File: src/rtl/pkb_pkg.sv
package pkb_pkg;

    localparam logic [6:0] MAJ_REG   = 7'b0110011;
    localparam logic [6:0] MAJ_REGW  = 7'b0111011;
    localparam logic [6:0] MAJ_IMM   = 7'b0010011;
    localparam logic [6:0] MAJ_IMMW  = 7'b0011011;

    localparam logic [6:0] UP_PACK   = 7'b0000100;
    localparam logic [6:0] UP_NLOGIC = 7'b0100000;
    localparam logic [6:0] UP_ROT    = 7'b0110000;

    typedef enum logic [3:0] {
        OP_NONE,
        OP_PACK,
        OP_PACKH,
        OP_PACKW,
        OP_ANDN,
        OP_ORN,
        OP_XNOR,
        OP_ROL,
        OP_ROR,
        OP_ROLW,
        OP_RORW
    } pkb_op_e;

endpackage

File: src/rtl/pkb_decode.sv
module pkb_decode
    import pkb_pkg::*;
(
    input  logic       wide_mode,
    input  logic [6:0] major_op,
    input  logic [2:0] minor_op,
    input  logic [6:0] func_hi,
    output pkb_op_e    op
);

    always_comb begin
        op = OP_NONE;
        unique case (major_op)
            MAJ_REG: begin
                unique case ({func_hi, minor_op})
                    {UP_PACK,   3'b100}: op = OP_PACK;
                    {UP_PACK,   3'b111}: op = OP_PACKH;
                    {UP_NLOGIC, 3'b111}: op = OP_ANDN;
                    {UP_NLOGIC, 3'b110}: op = OP_ORN;
                    {UP_NLOGIC, 3'b100}: op = OP_XNOR;
                    {UP_ROT,    3'b001}: op = OP_ROL;
                    {UP_ROT,    3'b101}: op = OP_ROR;
                    default:             op = OP_NONE;
                endcase
            end
            MAJ_REGW: begin
                if (wide_mode) begin
                    unique case ({func_hi, minor_op})
                        {UP_PACK, 3'b100}: op = OP_PACKW;
                        {UP_ROT,  3'b001}: op = OP_ROLW;
                        {UP_ROT,  3'b101}: op = OP_RORW;
                        default:           op = OP_NONE;
                    endcase
                end
            end
            MAJ_IMM: begin
                // upper bit 0 is the top shift-amount bit: only a 64-bit machine has it
                if (minor_op == 3'b101 && func_hi[6:1] == UP_ROT[6:1] &&
                    (wide_mode || !func_hi[0]))
                    op = OP_ROR;
            end
            MAJ_IMMW: begin
                if (wide_mode && minor_op == 3'b101 && func_hi == UP_ROT)
                    op = OP_RORW;
            end
            default: op = OP_NONE;
        endcase
    end

endmodule

File: src/rtl/pkb_pack.sv
module pkb_pack #(
    parameter int XW = 64,
    localparam int HW = XW / 2,
    localparam int QW = XW / 4
) (
    input  logic [HW-1:0] lo_a,
    input  logic [HW-1:0] lo_b,
    output logic [XW-1:0] pk_full,
    output logic [HW-1:0] pk_half,
    output logic [15:0]   pk_byte,
    output logic [XW-1:0] pk_word
);

    logic [HW-1:0] word_raw;

    always_comb begin
        pk_full  = {lo_b, lo_a};
        pk_half  = {lo_b[QW-1:0], lo_a[QW-1:0]};
        pk_byte  = {lo_b[7:0], lo_a[7:0]};
        word_raw = {lo_b[QW-1:0], lo_a[QW-1:0]};
        pk_word  = {{HW{word_raw[HW-1]}}, word_raw};
    end

endmodule

File: src/rtl/pkb_logic.sv
module pkb_logic
    import pkb_pkg::*;
#(
    parameter int XW = 64
) (
    input  pkb_op_e       op,
    input  logic [XW-1:0] a,
    input  logic [XW-1:0] b,
    output logic [XW-1:0] y
);

    always_comb begin
        unique case (op)
            OP_ANDN: y = a & ~b;
            OP_ORN:  y = a | ~b;
            OP_XNOR: y = ~(a ^ b);
            default: y = '0;
        endcase
    end

endmodule

File: src/rtl/pkb_rot.sv
module pkb_rot #(
    parameter int RW = 64,
    localparam int AW = $clog2(RW)
) (
    input  logic [RW-1:0] din,
    input  logic [AW-1:0] amt,
    input  logic          to_left,
    output logic [RW-1:0] dout
);

    logic [2*RW-1:0] dbl;

    always_comb begin
        if (to_left) begin
            dbl  = {din, din} << amt;
            dout = dbl[2*RW-1:RW];
        end else begin
            dbl  = {din, din} >> amt;
            dout = dbl[RW-1:0];
        end
    end

endmodule

File: src/rtl/pkb_alu.sv
module pkb_alu
    import pkb_pkg::*;
#(
    parameter int XW = 64,
    localparam int HW  = XW / 2,
    localparam int FAW = $clog2(XW),
    localparam int HAW = $clog2(HW)
) (
    input  logic          wide_mode,
    input  logic [6:0]    major_op,
    input  logic [2:0]    minor_op,
    input  logic [6:0]    func_hi,
    input  logic [XW-1:0] opnd_a,
    input  logic [XW-1:0] opnd_b,
    output logic [XW-1:0] result,
    output logic          illegal
);

    pkb_op_e       op;
    logic [XW-1:0] pk_full, pk_word, lg_y;
    logic [HW-1:0] pk_half;
    logic [15:0]   pk_byte;
    logic          rot_left;
    logic [XW-1:0] rot_full;
    logic [HW-1:0] rot_half;

    pkb_decode u_dec (
        .wide_mode (wide_mode),
        .major_op  (major_op),
        .minor_op  (minor_op),
        .func_hi   (func_hi),
        .op        (op)
    );

    pkb_pack #(.XW(XW)) u_pack (
        .lo_a    (opnd_a[HW-1:0]),
        .lo_b    (opnd_b[HW-1:0]),
        .pk_full (pk_full),
        .pk_half (pk_half),
        .pk_byte (pk_byte),
        .pk_word (pk_word)
    );

    pkb_logic #(.XW(XW)) u_logic (
        .op (op),
        .a  (opnd_a),
        .b  (opnd_b),
        .y  (lg_y)
    );

    assign rot_left = (op == OP_ROL) || (op == OP_ROLW);

    // one rotator per supported width; a width-specific amount field gives the modulo
    for (genvar g = 0; g < 2; g++) begin : g_rot
        if (g == 0) begin : g_full
            pkb_rot #(.RW(XW)) u_rot (
                .din     (opnd_a),
                .amt     (opnd_b[FAW-1:0]),
                .to_left (rot_left),
                .dout    (rot_full)
            );
        end else begin : g_half
            pkb_rot #(.RW(HW)) u_rot (
                .din     (opnd_a[HW-1:0]),
                .amt     (opnd_b[HAW-1:0]),
                .to_left (rot_left),
                .dout    (rot_half)
            );
        end
    end

    always_comb begin
        result = '0;
        unique case (op)
            OP_PACK:                 result = wide_mode ? pk_full : {{HW{1'b0}}, pk_half};
            OP_PACKH:                result = {{(XW-16){1'b0}}, pk_byte};
            OP_PACKW:                result = pk_word;
            OP_ANDN, OP_ORN, OP_XNOR:
                                     result = wide_mode ? lg_y : {{HW{1'b0}}, lg_y[HW-1:0]};
            OP_ROL, OP_ROR:          result = wide_mode ? rot_full : {{HW{1'b0}}, rot_half};
            OP_ROLW, OP_RORW:        result = {{HW{rot_half[HW-1]}}, rot_half};
            default:                 result = '0;
        endcase
    end

    assign illegal = (op == OP_NONE);

endmodule

File: config.mk
export PLATFORM = sky130hd
export DESIGN_NAME = pkb_alu
export DESIGN_NICKNAME = d
export VERILOG_FILES = /design/src/rtl/pkb_pkg.sv /design/src/rtl/pkb_decode.sv /design/src/rtl/pkb_pack.sv /design/src/rtl/pkb_logic.sv /design/src/rtl/pkb_rot.sv /design/src/rtl/pkb_alu.sv
export SDC_FILE = /design/constraint.sdc
export NUM_CORES = 1
export LEC_CHECK = 0
export CAP_MARGIN = 20
export CORE_ASPECT_RATIO = 1.75
export CORE_MARGIN = 1
export CORE_UTILIZATION = 25
export DETAILED_ROUTE_END_ITERATION = 7
export DONT_BUFFER_PORTS = 1
export PLACE_DENSITY = 0.48
export SYNTH_ARGS = -nofsm -noshare
export SYNTH_HDL_FRONTEND = slang
export SYNTH_SLANG_ARGS = --single-unit
export TNS_END_PERCENT = 5
File: constraint.sdc
create_clock -name vclk -period 6
set_input_delay 1.5 -clock vclk [all_inputs]
set_output_delay 1.5 -clock vclk [all_outputs]
set_load 0.02 [all_outputs]
==> impl_metrics.tcl <==
set metrics [dict create \
    status "complete, but fails checks" \
    violations "negative setup slack" \
    yosys.area.top_type "mux2i_1" \
    fmax_mhz 160 \
    finalWeightedCongestion 1.02 \
    synth_warnings 0 \
    holdPathEnd "result[47]" \
    syn_inst 2238 \
    ys_types 98 \
    overflow 0 \
    hold_depth 3 \
    crit_arrival_ns 4.77 \
    rsz0062_at_grt "true" \
    grt_pass1_wl_mm 171 \
    critPathLaunchType "primary input" \
    place_ws_ns -0.700 \
    dr_total_vias 21333 \
    start_util 0.252 \
    grt_usage 0.372 \
    die_h_um 339 \
    crit_family "compound AO/OA/AOI/OAI gates" \
    slew_headroom 0.401 \
    synthTopCellsByArea "mux2i_1 15%, mux4_2 14%, ha_1 9.9%" \
    hold_viol_final 0 \
    num_rows 123 \
    final.setup.worst_slack_ns -0.268 \
    synth-seq-area-share 0 \
    port_buffers 0 \
    synth_top_area_share 0.147 \
    finalMaxSlewViolations 0 \
    crit_buf_inv 5 \
    slowest_delay_ns 0.65 \
    io-pin-count 211 \
    wire_per_inst_um 37.4 \
    fin_crit_sh 1.04 \
    drtIter0Drc 2491 \
    setup_violations 53 \
    nFillCells 6936 \
    drtPass1Iterations 6 \
    dieArea_sq_mm 0.0660 \
    hold_buffers 0 \
    yosys-top-cells-count "239 x mux2i_1, 234 x nand2_1, 227 x nor2_1" \
    maxCapViolCount 0 \
    antenna_found_initial 3 \
    die_w_um 195 \
    tightest_slew_ns 0.895 \
    hold_start "opnd_b[15]" \
    core_area_sq_mm 0.0643 \
    multi_input_area_sq_mm 0.0155 \
    fin_crit_ns 6.27 \
    path_cells "or4b_4 -> a2111oi_4 -> a21oi_2 -> a31oi_4 -> nand2b_4 -> buf_12 -> buf_12 -> buf_4 -> buf_4 -> o21ai_0 -> mux4_2 -> o211ai_4 -> buf_4" \
    post-route-drc-count 0 \
    worstSetupPathType "in2out" \
    seq_cells 0 \
    seq_area_sq_um 0 \
    fin_cells 3381 \
    cp_data_required_time_ns 4.50 \
    synth_most_common_cell "mux2i_1" \
    viasPerCell 6.31 \
    syn2layout_area_growth_pct 33.7 \
    antenna_left 0 \
    synth_area_sq_mm 0.0162 \
    critPathSlowestCell "mux4_2" \
    nets 2844 \
    end_kind "output port" \
    worst_path_most_repeated_cell "buf_4" \
    holdCritPathClass "in2out" \
    clkbuf_count 0 \
    syn-mean-instance-area_sq_um 7.26 \
    wl_mm 126 \
    grt_max_degree 197 \
    dp_cells 3357 \
    grt_pass1_vias 20759 \
    crit_fanout 9 \
    dp_hpwl_mm 102 \
    synth_fp_nets 2512 \
    drive_gt1_frac 0.357 \
]
-- metrics by stage --
step	area [sq um]	setup TNS [ns]	hold slack (ns)	util
2_1_floorplan	16200	0	3.20	-
3_3_place_gp	20700	-10.94	3.32	0.322
3_5_place_dp	20700	-12.49	3.32	0.322
4_1_cts	21300	-2.13	3.31	0.332
5_1_grt	21700	-9.99	3.31	0.338
6_report	21700	-5.80	3.31	0.338
-- what timing repair did --
item / CTS / global route
resized for setup: 121 / 76
pin swaps: 41 / 40
buffers inserted: 14 / 12
gates cloned: 1 / 0
setup endpoints to repair: 63 / 61
-- cell type report --
type                            instances  share of cell area
Antenna cell                            1            0.000115
Inverter                              142              0.0247
Multi-Input combinational cell       1871               0.712
Tap cell                              812              0.0468
Timing Repair Buffer                  555               0.217
-- routing by layer --
metal	track usage	part of all wire	up-vias
li1	-	-	9111
met1	0.385	0.33	10478
met2	0.631	0.47	1308
met3	0.0678	0.077	432
met4	0.354	0.12	4
met5	0	0.00022	-
-- worst max path at each step --
stage	depth (start not counted)	to	start	slack, ns
floorplan	10	result[58]	minor_op[1]	0.07
global placement	14	result[58]	minor_op[0]	-0.66
detailed placement	14	result[58]	minor_op[0]	-0.70
CTS	12	result[46]	func_hi[5]	-0.18
global route	14	result[14]	minor_op[0]	-0.31
finish	13	result[41]	minor_op[0]	-0.27
-- placed cells by master (no fill, tap or decap), types with 7 or more instances in the layout --
| cell type | synthesis | routed |
|---|---|---|
| o21a_1 | 14 | 13 |
| nand2_1 | 234 | 228 |
| mux2i_1 | 239 | 234 |
| nand2b_1 | 10 | 9 |
| mux4_2 | 98 | 101 |
| a21oi_2 | 1 | 17 |
| a222oi_1 | 32 | 32 |
| a22oi_1 | 42 | 40 |
| o211ai_1 | 57 | 57 |
| nand3b_1 | 8 | 8 |
| mux2_2 | 87 | 86 |
| o21ai_0 | 139 | 122 |
| o21ai_2 | 3 | 11 |
| a31o_2 | 9 | 9 |
| inv_1 | 139 | 137 |
| o22ai_1 | 76 | 72 |
| o31ai_1 | 17 | 12 |
| and2_1 | 11 | 10 |
| a211oi_2 | 1 | 8 |
| or3_1 | 8 | 7 |
| nor3_1 | 34 | 29 |
| a31oi_1 | 23 | 20 |
| buf_6 | 4 | 20 |
| a211o_1 | 8 | 8 |
| o221ai_1 | 18 | 10 |
| a211oi_1 | 24 | 16 |
| a21oi_1 | 139 | 121 |
| buf_12 | 0 | 36 |
| ha_1 | 128 | 128 |
| buf_4 | 13 | 497 |
| o21ai_1 | 6 | 12 |
| nand2_2 | 2 | 8 |
| nand3_1 | 40 | 36 |
| nor2_1 | 227 | 220 |
-- cells by family (layout without fill, tap and decap cells) --
kind of cell / after synthesis / count (layout) / share of synthesized area
multiplexers: 427 / 427 / 0.348
other: 0 / 1 / 0
AO/OA/AOI/OAI: 696 / 696 / 0.290
XOR/XNOR: 1 / 1 / 0.000539
adder cells (fa/ha/maj): 128 / 128 / 0.0986
AND/OR/NAND/NOR: 619 / 619 / 0.167
buffers and inverters: 367 / 697 / 0.0956
